==> src/rtl/gcd_pkg.sv <==
package gcd_pkg;

  typedef enum logic [1:0] {
    A_OPER = 2'd0,
    A_FROM_B = 2'd1,
    A_DIFF = 2'd2
  } selA_e;

  typedef enum logic {
    B_OPER = 1'b0,
    B_FROM_A = 1'b1
  } selB_e;

  typedef struct packed {
    logic enA;
    logic enB;
    selA_e selA;
    selB_e selB;
  } strobes_t;

  typedef enum logic [1:0] {
    ST_IDLE = 2'd0,
    ST_WORK = 2'd1,
    ST_HOLD = 2'd2
  } state_e;

endpackage

==> src/rtl/gcd_enreg.sv <==
module gcd_enreg #(
  parameter int W = 16
) (
  input  logic         clk,
  input  logic         rst,
  input  logic         en,
  input  logic [W-1:0] d,
  output logic [W-1:0] q
);
  always_ff @(posedge clk) begin
    if (rst) q <= '0;
    else if (en) q <= d;
  end
endmodule

==> src/rtl/gcd_dpath.sv <==
module gcd_dpath
  import gcd_pkg::*;
#(
  parameter int W = 16
) (
  input  logic         clk,
  input  logic         rst,
  input  strobes_t     strobe,
  input  logic [W-1:0] operA,
  input  logic [W-1:0] operB,
  output logic [W-1:0] result,
  output logic         bIsZero,
  output logic         aBelowB
);
  logic [W-1:0] regA, regB, nextA, nextB, diff;

  assign diff = regA - regB;

  always_comb begin
    case (strobe.selA)
      A_OPER:   nextA = operA;
      A_FROM_B: nextA = regB;
      A_DIFF:   nextA = diff;
      default:  nextA = '0;
    endcase
  end

  assign nextB = (strobe.selB == B_FROM_A) ? regA : operB;

  gcd_enreg #(.W(W)) uRegA (
    .clk(clk), .rst(rst), .en(strobe.enA), .d(nextA), .q(regA)
  );
  gcd_enreg #(.W(W)) uRegB (
    .clk(clk), .rst(rst), .en(strobe.enB), .d(nextB), .q(regB)
  );

  assign bIsZero = (regB == '0);
  assign aBelowB = (regA < regB);
  assign result  = regA;
endmodule

==> src/rtl/gcd_ctrl.sv <==
module gcd_ctrl
  import gcd_pkg::*;
(
  input  logic     clk,
  input  logic     rst,
  input  logic     inValid,
  output logic     inReady,
  output logic     outValid,
  input  logic     outReady,
  input  logic     bIsZero,
  input  logic     aBelowB,
  output strobes_t strobe
);
  state_e state, stateNext;

  always_ff @(posedge clk) begin
    if (rst) state <= ST_IDLE;
    else     state <= stateNext;
  end

  always_comb begin
    strobe    = '{enA: 1'b0, enB: 1'b0, selA: A_OPER, selB: B_OPER};
    inReady   = 1'b0;
    outValid  = 1'b0;
    stateNext = state;
    case (state)
      ST_IDLE: begin
        inReady    = 1'b1;
        strobe.enA = inValid;
        strobe.enB = inValid;
        if (inValid) stateNext = ST_WORK;
      end
      ST_WORK: begin
        if (aBelowB) begin
          strobe = '{enA: 1'b1, enB: 1'b1, selA: A_FROM_B, selB: B_FROM_A};
        end else if (!bIsZero) begin
          strobe.enA  = 1'b1;
          strobe.selA = A_DIFF;
        end else begin
          stateNext = ST_HOLD;
        end
      end
      ST_HOLD: begin
        outValid = 1'b1;
        if (outReady) stateNext = ST_IDLE;
      end
      default: stateNext = ST_IDLE;
    endcase
  end
endmodule

==> src/rtl/gcd_iter.sv <==
module gcd_iter
  import gcd_pkg::*;
#(
  parameter int W = 16
) (
  input  logic         clk,
  input  logic         rst,
  input  logic         inValid,
  output logic         inReady,
  input  logic [W-1:0] inA,
  input  logic [W-1:0] inB,
  output logic         outValid,
  input  logic         outReady,
  output logic [W-1:0] outData
);
  strobes_t strobe;
  logic bIsZero, aBelowB;

  gcd_ctrl uCtrl (
    .clk(clk), .rst(rst), .inValid(inValid), .inReady(inReady),
    .outValid(outValid), .outReady(outReady),
    .bIsZero(bIsZero), .aBelowB(aBelowB), .strobe(strobe)
  );

  gcd_dpath #(.W(W)) uDpath (
    .clk(clk), .rst(rst), .strobe(strobe), .operA(inA), .operB(inB),
    .result(outData), .bIsZero(bIsZero), .aBelowB(aBelowB)
  );
endmodule

==> config.mk <==
export PLATFORM = sky130hd
export DESIGN_NAME = gcd_iter
export DESIGN_NICKNAME = d
export VERILOG_FILES = /design/src/rtl/gcd_pkg.sv /design/src/rtl/gcd_enreg.sv /design/src/rtl/gcd_dpath.sv /design/src/rtl/gcd_ctrl.sv /design/src/rtl/gcd_iter.sv
export SDC_FILE = /design/constraint.sdc
export NUM_CORES = 1
export LEC_CHECK = 0
export BUFFER_PORTS_ARGS = -buffer_cell sky130_fd_sc_hd__buf_2
export CAP_MARGIN = 40
export CORE_ASPECT_RATIO = 0.9
export CORE_MARGIN = 3
export CORE_UTILIZATION = 59
export DETAILED_ROUTE_END_ITERATION = 8
export PLACE_DENSITY = 0.86
export SYNTH_ARGS = -nofsm -noshare
export SYNTH_HDL_FRONTEND = slang
export SYNTH_SLANG_ARGS = --single-unit
==> constraint.sdc <==
create_clock -name clk -period 8.1 [get_ports clk]
set_clock_uncertainty 0.2 [all_clocks]
set_input_delay 1.215 -clock clk [delete_from_list [all_inputs] [get_ports clk]]
set_output_delay 1.215 -clock clk [all_outputs]
set_load 0.03 [all_outputs]
==> out/qor.csv, run 1 <==
stage,metric,value,unit
run_status,run status,"complete, no violations",
route,DR DRC count,0,
yosys,Mapped Nets,347,
min_path,worst hold path type,flip-flop to flip-flop,
route,first-pass detailed-route iteration total,4,
cells_and_area,ANT cells,0,
yosys,cells after synthesis,294,
worst_setup_path,critical setup path kind,flip-flop to flip-flop,
timing,Final Cycle Share,0.456,
cts,post-CTS clock slew at the launch and capture registers of the worst setup and hold paths,70,ps
timing,endpoints failing setup,0,
cells_and_area,Synth-to-Final Area Change,14.4,%
global_routing,GRT Resource Usage Total,0.262,
yosys,most frequently used flop master after synthesis,sky130_fd_sc_hd__dfxtp_1,
cells_and_area,number of nets in the finished design,395,
cts,CTS tree,yes,
yosys,Netlist Area Pre-Place,2470,sq um
global_routing,wire length of the first global-routing pass,10100,um
route,number of nets still failing antenna checks after routing,0,
timing,measured slew at the worst slew-check pin,802,ps
yosys,Cell variety after synth,51,
route,Initial DRC Count,153,
route,total number of vias,2349,
die,boundary pin count,54,
yosys,"flops & latches, synth",34,
global_routing,final global-route overflow total,0,
die,Total Die Area,5000,sq um
global_routing,initial antenna violation count,0,
cts,sink count of the clock tree,34,
cts,Post CTS Setup Buffer Count,0,
cts,CTS max path bufs,2,
yosys,sequential fraction of the synthesis area,0.275,
timing,final hold vios,0,
yosys,Post-synth EDFFs,0,
timing,slew margin rel.,0.464,
cts,clock latency reported for the late side of the worst-skew pair,280,ps
timing,Final Max Slew Viols,0,
placed_design,GPL Wtd Cong,0.927,
die,placeable core region,3860,sq um
global_routing,vias in the first global route,2228,
die,die width,74.2,um
cells_and_area,share of final-layout standard cells stronger than drive strength 1,0.222,
route,Routed WL per cell,15.9,um
timing,highest achievable clock rate,271,MHz
yosys,fraction of synthesis flops using an asynchronous set or reset pin,0,
cts,"Gates resized, CTS repair",0,
die,site row count,21,
timing,time the worst path needs with I/O delays and setup,3690,ps
cts,Hold Buf Count CTS,0,
timing,RSZ-0062 raised after global routing,no,
worst_setup_path,element type at the critical path end,flip-flop,
cells_and_area,fillcell total,320,
die,Initial Util,0.640,
placed_design,Port-buffer cells,53,
cells_and_area,total area of multi-input combinational cells,1640,sq um
placed_design,dpl hpwl,4420,um
cells_and_area,Final Core Density,0.732,
worst_setup_path,"Arr. time, crit path",3660,ps
worst_setup_path,startpoint kind of the worst setup timing path,flip-flop,
die,Die Height,67.4,um
worst_setup_path,required time of the critical path,8060,ps
worst_setup_path,maximum fanout along the worst path,36,
yosys,count of warnings emitted by yosys,0,
timing,total negative slack for setup checks,0,ps
route,Via density,6.04,
global_routing,maximum number of pins on one net before global-route repair,37,
cts,clock buffers created by TritonCTS,5,
route,overall routed net length,6170,um
cts,root cell of the clock tree,sky130_fd_sc_hd__clkbuf_8,
cts,H-tree levels,2,
run,number of maximum-capacitance violations,0,
yosys,mean area per synthesized cell,8.41,sq um
cells_and_area,Reg area,681,sq um
path summary, 6_finish.rpt:
kind / cells past startpoint / to / from / slack (ps)
max: 12 / uDpath.uRegA.q[15]$_SDFFE_PP0P_ / uDpath.uRegA.q[0]$_SDFFE_PP0P_ / 4410
min: 2 / uDpath.uRegB.q[11]$_SDFFE_PP0P_ / uDpath.uRegA.q[11]$_SDFFE_PP0P_ / 340
max reg2reg: 12 / uDpath.uRegA.q[15]$_SDFFE_PP0P_ / uDpath.uRegA.q[0]$_SDFFE_PP0P_ / 4410
min reg2reg: 2 / uDpath.uRegB.q[11]$_SDFFE_PP0P_ / uDpath.uRegA.q[11]$_SDFFE_PP0P_ / 340
per-layer routing:
layer  global-route usage  vias up  share of wire
met5                    0        -              0
met4               0.0733        0          0.011
met3               0.0610        8          0.091
met2                0.409       90           0.45
met1                0.361     1071           0.45
li1                     -     1180              -
critical path, stage by stage, from the launching register on:
cell and delay, ps:
sky130_fd_sc_hd__dfxtp_1 370, sky130_fd_sc_hd__inv_1 60, sky130_fd_sc_hd__ha_1 220, sky130_fd_sc_hd__fa_1 400, sky130_fd_sc_hd__nor2b_1 250, sky130_fd_sc_hd__o31a_2 230, sky130_fd_sc_hd__o2bb2ai_4 100, sky130_fd_sc_hd__o311ai_4 480
sky130_fd_sc_hd__buf_4 430, sky130_fd_sc_hd__and2_4 330, sky130_fd_sc_hd__nand2_4 190, sky130_fd_sc_hd__o211ai_2 190, sky130_fd_sc_hd__nand3b_1 90
flip-flops by register name (all words and copies together), names as in the netlist:
name	count
uCtrl.state	2
uDpath.uRegA.q	16
uDpath.uRegB.q	16
cell type report:
| cell class | count | share of cell area |
|---|---|---|
| multi-input cells | 225 | 0.579 |
| flip-flops and latches | 34 | 0.241 |
| repair buffers | 55 | 0.0992 |
| clock buffers | 7 | 0.0305 |
| inverters | 21 | 0.0279 |
| well taps | 46 | 0.0204 |
| clock inverters | 1 | 0.00177 |
per-stage QoR:
stage / setup slack [ps] / instances / hold WS [ps] / cell area, sq um
detailed placement: 4500 / 381 / 333 / 2740
global placement: 4650 / 381 / 319 / 2740
CTS: 4490 / 389 / 337 / 2830
floorplan: 5160 / 294 / 342 / 2470
global route: 4240 / 389 / 362 / 2830
finish: 4410 / 389 / 341 / 2830
cells by family after synthesis:
| logic type | count (synthesis) | synth area share |
|---|---|---|
| flip-flops | 34 | 0.275 |
| AO/OA/AOI/OAI | 107 | 0.331 |
| adder cells (fa/ha/maj) | 17 | 0.0891 |
| XOR/XNOR | 11 | 0.0390 |
| AND/OR/NAND/NOR | 74 | 0.139 |
| multiplexers | 16 | 0.0648 |
| buffers and inverters | 35 | 0.0618 |
cell usage in the layout (no fill, tap or decap), drive strengths merged, types with 7 or more instances in the layout:
cell type / Yosys / final
a211oi: 26 / 26
a21oi: 17 / 17
buf: 7 / 55
clkbuf: 7 / 7
dfxtp: 34 / 34
ha: 16 / 16
inv: 21 / 21
mux2i: 16 / 16
nand2: 13 / 13
nor2: 38 / 38
nor2b: 9 / 9
o211ai: 7 / 7
o21ai: 21 / 21
synth_stat cells (6+ instances only):
master,number,area share
sky130_fd_sc_hd__a21oi_1,17,0.034
sky130_fd_sc_hd__nor2b_1,9,0.023
sky130_fd_sc_hd__a211oi_1,23,0.070
sky130_fd_sc_hd__ha_1,16,0.081
sky130_fd_sc_hd__nor2_1,38,0.058
sky130_fd_sc_hd__clkbuf_1,7,0.011
sky130_fd_sc_hd__inv_1,21,0.032
sky130_fd_sc_hd__nand2_1,12,0.018
sky130_fd_sc_hd__o21ai_0,10,0.020
sky130_fd_sc_hd__xor2_1,6,0.021
sky130_fd_sc_hd__o21ai_1,10,0.020
sky130_fd_sc_hd__o21a_1,6,0.018
sky130_fd_sc_hd__o211ai_1,6,0.018
sky130_fd_sc_hd__dfxtp_1,34,0.28
sky130_fd_sc_hd__mux2i_1,16,0.065
Power of run 1 is not shown: default switching activity piles up to over one toggle a cycle in this logic, so the estimate is an artifact.
==> run 2: changes to the inputs <==
--- a/config.mk
+++ b/config.mk
@@ -5,13 +5,14 @@
 export SDC_FILE = /design/constraint.sdc
 export NUM_CORES = 1
 export LEC_CHECK = 0
+export ABC_AREA = 1
 export BUFFER_PORTS_ARGS = -buffer_cell sky130_fd_sc_hd__buf_2
 export CAP_MARGIN = 40
 export CORE_ASPECT_RATIO = 0.9
 export CORE_MARGIN = 3
-export CORE_UTILIZATION = 59
+export CORE_UTILIZATION = 52
 export DETAILED_ROUTE_END_ITERATION = 8
-export PLACE_DENSITY = 0.86
+export PLACE_DENSITY = 0.78
 export SYNTH_ARGS = -nofsm -noshare
 export SYNTH_HDL_FRONTEND = slang
 export SYNTH_SLANG_ARGS = --single-unit
==> constraint.sdc (replaced) <==
create_clock -name clk -period 3.3 [get_ports clk]
set_clock_uncertainty 0.2 [all_clocks]
set_input_delay 0.495 -clock clk [delete_from_list [all_inputs] [get_ports clk]]
set_output_delay 0.495 -clock clk [all_outputs]
set_load 0.03 [all_outputs]
==> run 2 against run 1 <==
Routed wire length grew 39%. Global-route usage shrank 0.55 points. Sequential share of layout area shrank 4.7 points. Flip-flop and latch count is the same. Non-clock buffer count grew 2. First-iteration DRC count grew 120%. Critical endpoint is now uDpath.uRegA.q[13]$_SDFFE_PP0P_. Largest cell class unchanged.
==> out/qor.csv, run 2 <==
stage,metric,value,unit,change
cts,sink count of the clock tree,34,,unchanged
worst_setup_path,startpoint kind of the worst setup timing path,flip-flop,,unchanged
cts,CTS max path bufs,2,,unchanged
global_routing,wire length of the first global-routing pass,14200,um,was 10100 um
global_routing,maximum number of pins on one net before global-route repair,33,,was 37
cts,CTS tree,yes,,unchanged
cts,clock buffers created by TritonCTS,5,,unchanged
yosys,Post-synth EDFFs,0,,unchanged
timing,measured slew at the worst slew-check pin,695,ps,was 802 ps
worst_setup_path,critical setup path kind,flip-flop to flip-flop,,unchanged
cts,H-tree levels,2,,unchanged
yosys,"flops & latches, synth",34,,unchanged
yosys,count of warnings emitted by yosys,0,,unchanged
cts,clock latency reported for the late side of the worst-skew pair,290,ps,was 280 ps
cts,post-CTS clock slew at the launch and capture registers of the worst setup and hold paths,80,ps,was 70 ps
timing,time the worst path needs with I/O delays and setup,2800,ps,was 3690 ps
cells_and_area,most frequent cells in the layout,"sky130_fd_sc_hd__nand2_1 (140), sky130_fd_sc_hd__inv_1 (95), sky130_fd_sc_hd__nand3_1 (65)",,"was sky130_fd_sc_hd__buf_2 (53), sky130_fd_sc_hd__nor2_1 (38), sky130_fd_sc_hd__dfxtp_1 (34)"
die,die width,87.6,um,was 74.2 um
cts,"Gates resized, CTS repair",0,,unchanged
route,Routed WL per cell,13.4,um,was 15.9 um
placed_design,Placed Cells,631,,was 381
die,Initial Util,0.542,,was 0.640
yosys,mean area per synthesized cell,5.98,sq um,was 8.41 sq um
die,Die Height,79.5,um,was 67.4 um
worst_setup_path,Worst path slowest cell,sky130_fd_sc_hd__fa_1,,was sky130_fd_sc_hd__o311ai_4
yosys,synth top area cells,"sky130_fd_sc_hd__dfxtp_1 (22%), sky130_fd_sc_hd__nand2_1 (17%), sky130_fd_sc_hd__inv_1 (11%), sky130_fd_sc_hd__nand3_1 (10%), sky130_fd_sc_hd__ha_1 (6.4%)",,"was sky130_fd_sc_hd__dfxtp_1 (28%), sky130_fd_sc_hd__ha_1 (8.1%), sky130_fd_sc_hd__a211oi_1 (7.0%), sky130_fd_sc_hd__mux2i_1 (6.5%), sky130_fd_sc_hd__nor2_1 (5.8%)"
worst_setup_path,Crit path largest cell delay,420,ps,was 480 ps
route,number of nets still failing antenna checks after routing,0,,unchanged
global_routing,final global-route overflow total,0,,unchanged
yosys,most numerous cell in the Yosys netlist,sky130_fd_sc_hd__nand2_1,,was sky130_fd_sc_hd__nor2_1
cells_and_area,share of final-layout standard cells stronger than drive strength 1,0.160,,was 0.222
cells_and_area,number of nets in the finished design,621,,was 395
die,Total Die Area,6970,sq um,was 5000 sq um
timing,highest achievable clock rate,357,MHz,was 271 MHz
cts,Post CTS Setup Buffer Count,0,,unchanged
run,number of maximum-capacitance violations,0,,unchanged
cells_and_area,final cell count without fillers,639,,was 389
worst_setup_path,element type at the critical path end,flip-flop,,unchanged
timing,Final Max Slew Viols,0,,unchanged
timing,final hold vios,0,,unchanged
cells_and_area,post-route cell area,3520,sq um,was 2830 sq um
yosys,Mapped Nets,575,,was 347
placed_design,Placed Instance Area,3380,sq um,was 2740 sq um
global_routing,GRT Resource Usage Total,0.256,,was 0.262
timing,Final Cycle Share,0.848,,was 0.456
route,first-pass detailed-route iteration total,5,,was 4
route,overall routed net length,8580,um,was 6170 um
cells_and_area,"leading cell type in the layout, fill and taps excluded",sky130_fd_sc_hd__nand2_1,,was sky130_fd_sc_hd__buf_2
run_status,run status,"complete, no violations",,unchanged
placed_design,Port-buffer cells,53,,unchanged
placed_design,GPL Wtd Cong,0.989,,was 0.927
route,Via density,5.40,,was 6.04
timing,slew margin rel.,0.536,,was 0.464
global_routing,vias in the first global route,2921,,was 2228
route,Initial DRC Count,331,,was 153
cells_and_area,Final Core Density,0.611,,was 0.732
yosys,largest area contributor in the netlist,sky130_fd_sc_hd__dfxtp_1,,unchanged
yosys,cells after synthesis,522,,was 294
worst_setup_path,most repeated library cell on the critical path,sky130_fd_sc_hd__nand2_1,,
cts,Hold Buf Count CTS,0,,unchanged
worst_setup_path,maximum fanout along the worst path,12,,was 36
timing,RSZ-0062 raised after global routing,no,,unchanged
cells_and_area,fillcell total,562,,was 320
die,boundary pin count,54,,unchanged
yosys,portion of synthesized cell area occupied by the leading cell type,0.218,,was 0.275
global_routing,initial antenna violation count,0,,unchanged
cells_and_area,Synth-to-Final Area Change,12.8,%,was 14.4%
yosys,Netlist Area Pre-Place,3120,sq um,was 2470 sq um
worst_setup_path,"Arr. time, crit path",2790,ps,was 3660 ps
cts,root cell of the clock tree,sky130_fd_sc_hd__clkbuf_8,,unchanged
placed_design,dpl hpwl,6680,um,was 4420 um
timing,endpoints failing setup,0,,unchanged
worst_setup_path,cells along the critical path,"inv_1, ha_1, fa_1, inv_1, nand2_1, nand2_1, nand3_1, nand2_1, nand2_4, nand3_4, nand3_2, buf_4, o21ai_1, nor2_1",,"was inv_1, ha_1, fa_1, nor2b_1, o31a_2, o2bb2ai_4, o311ai_4, buf_4, and2_4, nand2_4, o211ai_2, nand3b_1"
yosys,fraction of synthesis flops using an asynchronous set or reset pin,0,,unchanged
die,placeable core region,5760,sq um,was 3860 sq um
cells_and_area,ANT cells,0,,unchanged
worst_setup_path,required time of the critical path,3290,ps,was 8060 ps
timing,total negative slack for setup checks,0,ps,unchanged
die,site row count,26,,was 21
cells_and_area,leading registers by flop count,"uDpath.uRegA.q: 16 flops, uDpath.uRegB.q: 16 flops, uCtrl.state: 2 flops",,unchanged
yosys,sequential fraction of the synthesis area,0.218,,was 0.275
yosys,Cell variety after synth,38,,was 51
route,total number of vias,3448,,was 2349
min_path,worst hold path type,input port to flip-flop,,was flip-flop to flip-flop
yosys,most frequently used flop master after synthesis,sky130_fd_sc_hd__dfxtp_1,,unchanged
yosys,commonest cells in the netlist,"sky130_fd_sc_hd__nand2_1 (140), sky130_fd_sc_hd__inv_1 (95), sky130_fd_sc_hd__nand3_1 (65)",,"was sky130_fd_sc_hd__nor2_1 (38), sky130_fd_sc_hd__dfxtp_1 (34), sky130_fd_sc_hd__a211oi_1 (23)"
route,DR DRC count,0,,unchanged
[run 2: changes by cell type in the layout (fill, tap and decap cells not counted), moves of 8 or more]
cell,before,now
sky130_fd_sc_hd__a211oi_1,23,0
sky130_fd_sc_hd__a31oi_1,1,9
sky130_fd_sc_hd__inv_1,21,95
sky130_fd_sc_hd__mux2i_1,16,0
sky130_fd_sc_hd__nand2_1,12,140
sky130_fd_sc_hd__nand2_2,0,12
sky130_fd_sc_hd__nand3_1,2,65
sky130_fd_sc_hd__nand4_1,1,21
sky130_fd_sc_hd__nor2b_1,9,0
[run 2: logic make-up after synthesis]
family | synth area share
AO/OA/AOI/OAI | 0.111
XOR/XNOR | 0.00843
adder cells (fa/ha/maj) | 0.0706
buffers and inverters | 0.157
flip-flops | 0.218
AND/OR/NAND/NOR | 0.435
[run 2: layout make-up]
type / instances / area [sq um] / area share
Inverter: 98 / 368 / 0.105
Multi-Input combinational cell: 372 / 1950 / 0.554
Timing Repair Buffer: 57 / 295 / 0.0839
Clock buffer: 5 / 68.8 / 0.0196
Tap cell: 70 / 87.6 / 0.0249
Sequential cell: 34 / 681 / 0.193
Clock inverter: 3 / 68.8 / 0.0196
[run 2: stage by stage]
step           hold slack [ps]  setup WS, ps
3_3_place_gp               286           673
6_report                   248           501
4_1_cts                    244           531
5_1_grt                    256           270
2_1_floorplan              284           742
3_5_place_dp               297           535
[run 2: worst paths after layout]
check | startpoint | endpoint | slack, ps | cells past startpoint
hold / removal | outReady | uCtrl.state[1]$_SDFFE_PP0P_ | 250 | 4
setup reg to reg | uDpath.uRegA.q[0]$_SDFFE_PP0P_ | uDpath.uRegA.q[13]$_SDFFE_PP0P_ | 500 | 14
hold reg to reg | uDpath.uRegA.q[3]$_SDFFE_PP0P_ | uDpath.uRegB.q[3]$_SDFFE_PP0P_ | 310 | 2
setup / recovery | uDpath.uRegA.q[0]$_SDFFE_PP0P_ | uDpath.uRegA.q[13]$_SDFFE_PP0P_ | 500 | 14
[run 2: worst max-delay path: cells and delay by family (launching register included)]
| kind | cells | cell delay (ps) |
|---|---|---|
| AND/OR/NAND/NOR | 8 | 890 |
| adder cells (fa/ha/maj) | 2 | 650 |
| buffers and inverters | 3 | 480 |
| flip-flops | 1 | 330 |
| AO/OA/AOI/OAI | 1 | 130 |
[run 2: metal layers]
layer	GRT usage	routed length (um)	vias up
li1	-	-	1753
met3	0.0392	665	16
met1	0.393	4160	1529
met2	0.367	3660	150
met4	0.0660	99	0
met5	0	0	-
Power of run 2 is left out for the same reason.
==> run 3: changes to the inputs <==
==> constraint.sdc (replaced) <==
create_clock -name clk -period 2.5 [get_ports clk]
set_clock_uncertainty 0.2 [all_clocks]
set_input_delay 0.375 -clock clk [delete_from_list [all_inputs] [get_ports clk]]
set_output_delay 0.375 -clock clk [all_outputs]
set_load 0.03 [all_outputs]
==> run 3 against run 2 <==
Global-route usage is 3.1 points higher. Sequential share of layout area is 2.2 points lower. Critical path type unchanged. Via count is 13% higher.
==> out/qor.csv, run 3 (synthesis results as in run 2) <==
stage,metric,value,unit,change
min_path,number of cells on the worst hold path,4,,unchanged
route,length of routed met3 wiring,1230,um,was 665 um
timing,slew margin rel.,0.429,,was 0.536
route,routed length on met2,4700,um,was 3660 um
global_routing,initial antenna violation count,0,,unchanged
cells_and_area,number of nets in the finished design,655,,was 621
min_path,worst hold path type,input port to flip-flop,,unchanged
cts,Hold Buf Count CTS,0,,unchanged
timing,measured slew at the worst slew-check pin,855,ps,was 695 ps
worst_setup_path,Crit path largest cell delay,390,ps,was 420 ps
global_routing,GRT Resource Usage Total,0.287,,was 0.256
worst_setup_path,register-to-register setup slack,10,ps,was 500 ps
route,routed metal-1 wire length,4510,um,was 4160 um
route,overall routed net length,10700,um,was 8580 um
cells_and_area,most frequent cells in the layout,"sky130_fd_sc_hd__nand2_1 (139), sky130_fd_sc_hd__inv_1 (92), sky130_fd_sc_hd__nand3_1 (62)",,"was sky130_fd_sc_hd__nand2_1 (140), sky130_fd_sc_hd__inv_1 (95), sky130_fd_sc_hd__nand3_1 (65)"
timing,WHS,136,ps,was 248 ps
run,number of maximum-capacitance violations,0,,unchanged
cts,CTS tree,yes,,unchanged
route,Initial DRC Count,482,,was 331
timing,Final Max Slew Viols,0,,unchanged
route,DR DRC count,0,,unchanged
placed_design,dpl hpwl,7320,um,was 6680 um
route,total number of vias,3889,,was 3448
cells_and_area,leading registers by flop count,"uDpath.uRegA.q: 16 flops, uDpath.uRegB.q: 16 flops, uCtrl.state: 2 flops",,unchanged
timing,time the worst path needs with I/O delays and setup,2490,ps,was 2800 ps
cells_and_area,Final Core Density,0.694,,was 0.611
cells_and_area,share of final-layout standard cells stronger than drive strength 1,0.254,,was 0.160
timing,RSZ-0062 raised after global routing,yes,,was no
timing,final hold vios,0,,unchanged
cts,post-CTS clock slew at the launch and capture registers of the worst setup and hold paths,80,ps,about the same
global_routing,vias in the first global route,3283,,was 2921
worst_setup_path,required time of the critical path,2490,ps,was 3290 ps
cts,H-tree levels,2,,unchanged
die,site row count,26,,unchanged
cells_and_area,ANT cells,0,,unchanged
worst_setup_path,element type at the critical path end,flip-flop,,unchanged
placed_design,GPL Wtd Cong,0.933,,was 0.989
timing,endpoints failing setup,0,,unchanged
cts,clock buffers created by TritonCTS,5,,unchanged
die,Initial Util,0.542,,unchanged
route,top layer in use,met4,,unchanged
route,Via density,5.78,,was 5.40
worst_setup_path,cells along the critical path,"inv_1, ha_1, nand2_1, nor2_1, inv_1, nor3_4, nand2_4, nand3_4, nand3_4, buf_6, o21ai_1, nor2_1",,"was inv_1, ha_1, fa_1, inv_1, nand2_1, nand2_1, nand3_1, nand2_1, nand2_4, nand3_4, nand3_2, buf_4, o21ai_1, nor2_1"
run_status,run status,"complete, no violations",,unchanged
route,Routed WL per cell,15.9,um,was 13.4 um
worst_setup_path,number of cells on the worst reg-to-reg path,12,,was 14
timing,Final Cycle Share,0.994,,was 0.848
cells_and_area,post-route cell area,4000,sq um,was 3520 sq um
placed_design,Port-buffer cells,53,,unchanged
global_routing,maximum number of pins on one net before global-route repair,25,,was 33
worst_setup_path,maximum fanout along the worst path,6,,was 12
global_routing,final global-route overflow total,0,,unchanged
die,placeable core region,5760,sq um,unchanged
placed_design,Placed Instance Area,3510,sq um,was 3380 sq um
die,die width,87.6,um,unchanged
cts,root cell of the clock tree,sky130_fd_sc_hd__clkbuf_8,,unchanged
worst_setup_path,"Arr. time, crit path",2480,ps,was 2790 ps
worst_setup_path,Worst path slowest cell,sky130_fd_sc_hd__dfxtp_1,,was sky130_fd_sc_hd__fa_1
die,boundary pin count,54,,unchanged
cts,sink count of the clock tree,34,,unchanged
cts,clock latency reported for the late side of the worst-skew pair,300,ps,was 290 ps
worst_setup_path,critical setup path kind,flip-flop to flip-flop,,unchanged
cells_and_area,Synth-to-Final Area Change,28.1,%,was 12.8%
die,Die Height,79.5,um,unchanged
global_routing,wire length of the first global-routing pass,15700,um,was 14200 um
worst_setup_path,startpoint kind of the worst setup timing path,flip-flop,,unchanged
die,Total Die Area,6970,sq um,unchanged
cells_and_area,"leading cell type in the layout, fill and taps excluded",sky130_fd_sc_hd__nand2_1,,unchanged
timing,highest achievable clock rate,402,MHz,was 357 MHz
cts,CTS max path bufs,2,,unchanged
route,number of nets still failing antenna checks after routing,0,,unchanged
route,first-pass detailed-route iteration total,8,,was 5
[run 3: cell types whose count changed in the layout (fill, tap and decap cells not counted), moves of 4 or more]
cell and delta:
sky130_fd_sc_hd__buf_4 +22, sky130_fd_sc_hd__ha_1 -9, sky130_fd_sc_hd__ha_4 +8, sky130_fd_sc_hd__dfxtp_1 -5, sky130_fd_sc_hd__dfxtp_2 +5, sky130_fd_sc_hd__buf_6 +4, sky130_fd_sc_hd__nor2_1 -4
[run 3: metrics by stage]
stage	std cells	worst slack, ps	setup TNS [ps]
2_1_floorplan	522	56.4	0
3_3_place_gp	647	80.7	0
3_5_place_dp	647	-0.421	-0.421
4_1_cts	659	41.6	0
5_1_grt	673	-100	-1070
6_report	673	13.8	0
[run 3: layer usage]
metal / up-vias / global-route usage
met1: 1739 / 0.415
met3: 41 / 0.0454
met4: 0 / 0.0813
met2: 279 / 0.438
li1: 1830 / -
met5: - / 0
[run 3: cell type report]
type,count,area (sq um)
multi-input cells,374,2160
fillers,486,1760
flip-flops and latches,34,687
repair buffers,89,606
inverters,98,368
well taps,70,87.6
clock buffers,7,86.3
clock inverters,1,5.00
[run 3: path summary, 6_finish.rpt]
kind | start | end
max reg2reg | uDpath.uRegB.q[8]$_SDFFE_PP0P_ | uDpath.uRegA.q[8]$_SDFFE_PP0P_
min reg2reg | uDpath.uRegA.q[2]$_SDFFE_PP0P_ | uDpath.uRegB.q[2]$_SDFFE_PP0P_
max | uDpath.uRegB.q[8]$_SDFFE_PP0P_ | uDpath.uRegA.q[8]$_SDFFE_PP0P_
min | outReady | uCtrl.state[1]$_SDFFE_PP0P_
[run 3: what timing repair did]
item / CTS / global route
setup buffers: 3 / 11
endpoints found under the setup margin: 26 / 33
cloned: 1 / 3
resized for setup: 2 / 45
pin swaps: 2 / 13
[run 3: worst max-delay path, delay by kind of cell (launching register included)]
family | cells | cell delay (ps)
AND/OR/NAND/NOR | 7 | 940
flip-flops | 1 | 390
buffers and inverters | 3 | 350
adder cells (fa/ha/maj) | 1 | 340
AO/OA/AOI/OAI | 1 | 140
Power of run 3 is left out for the same reason.
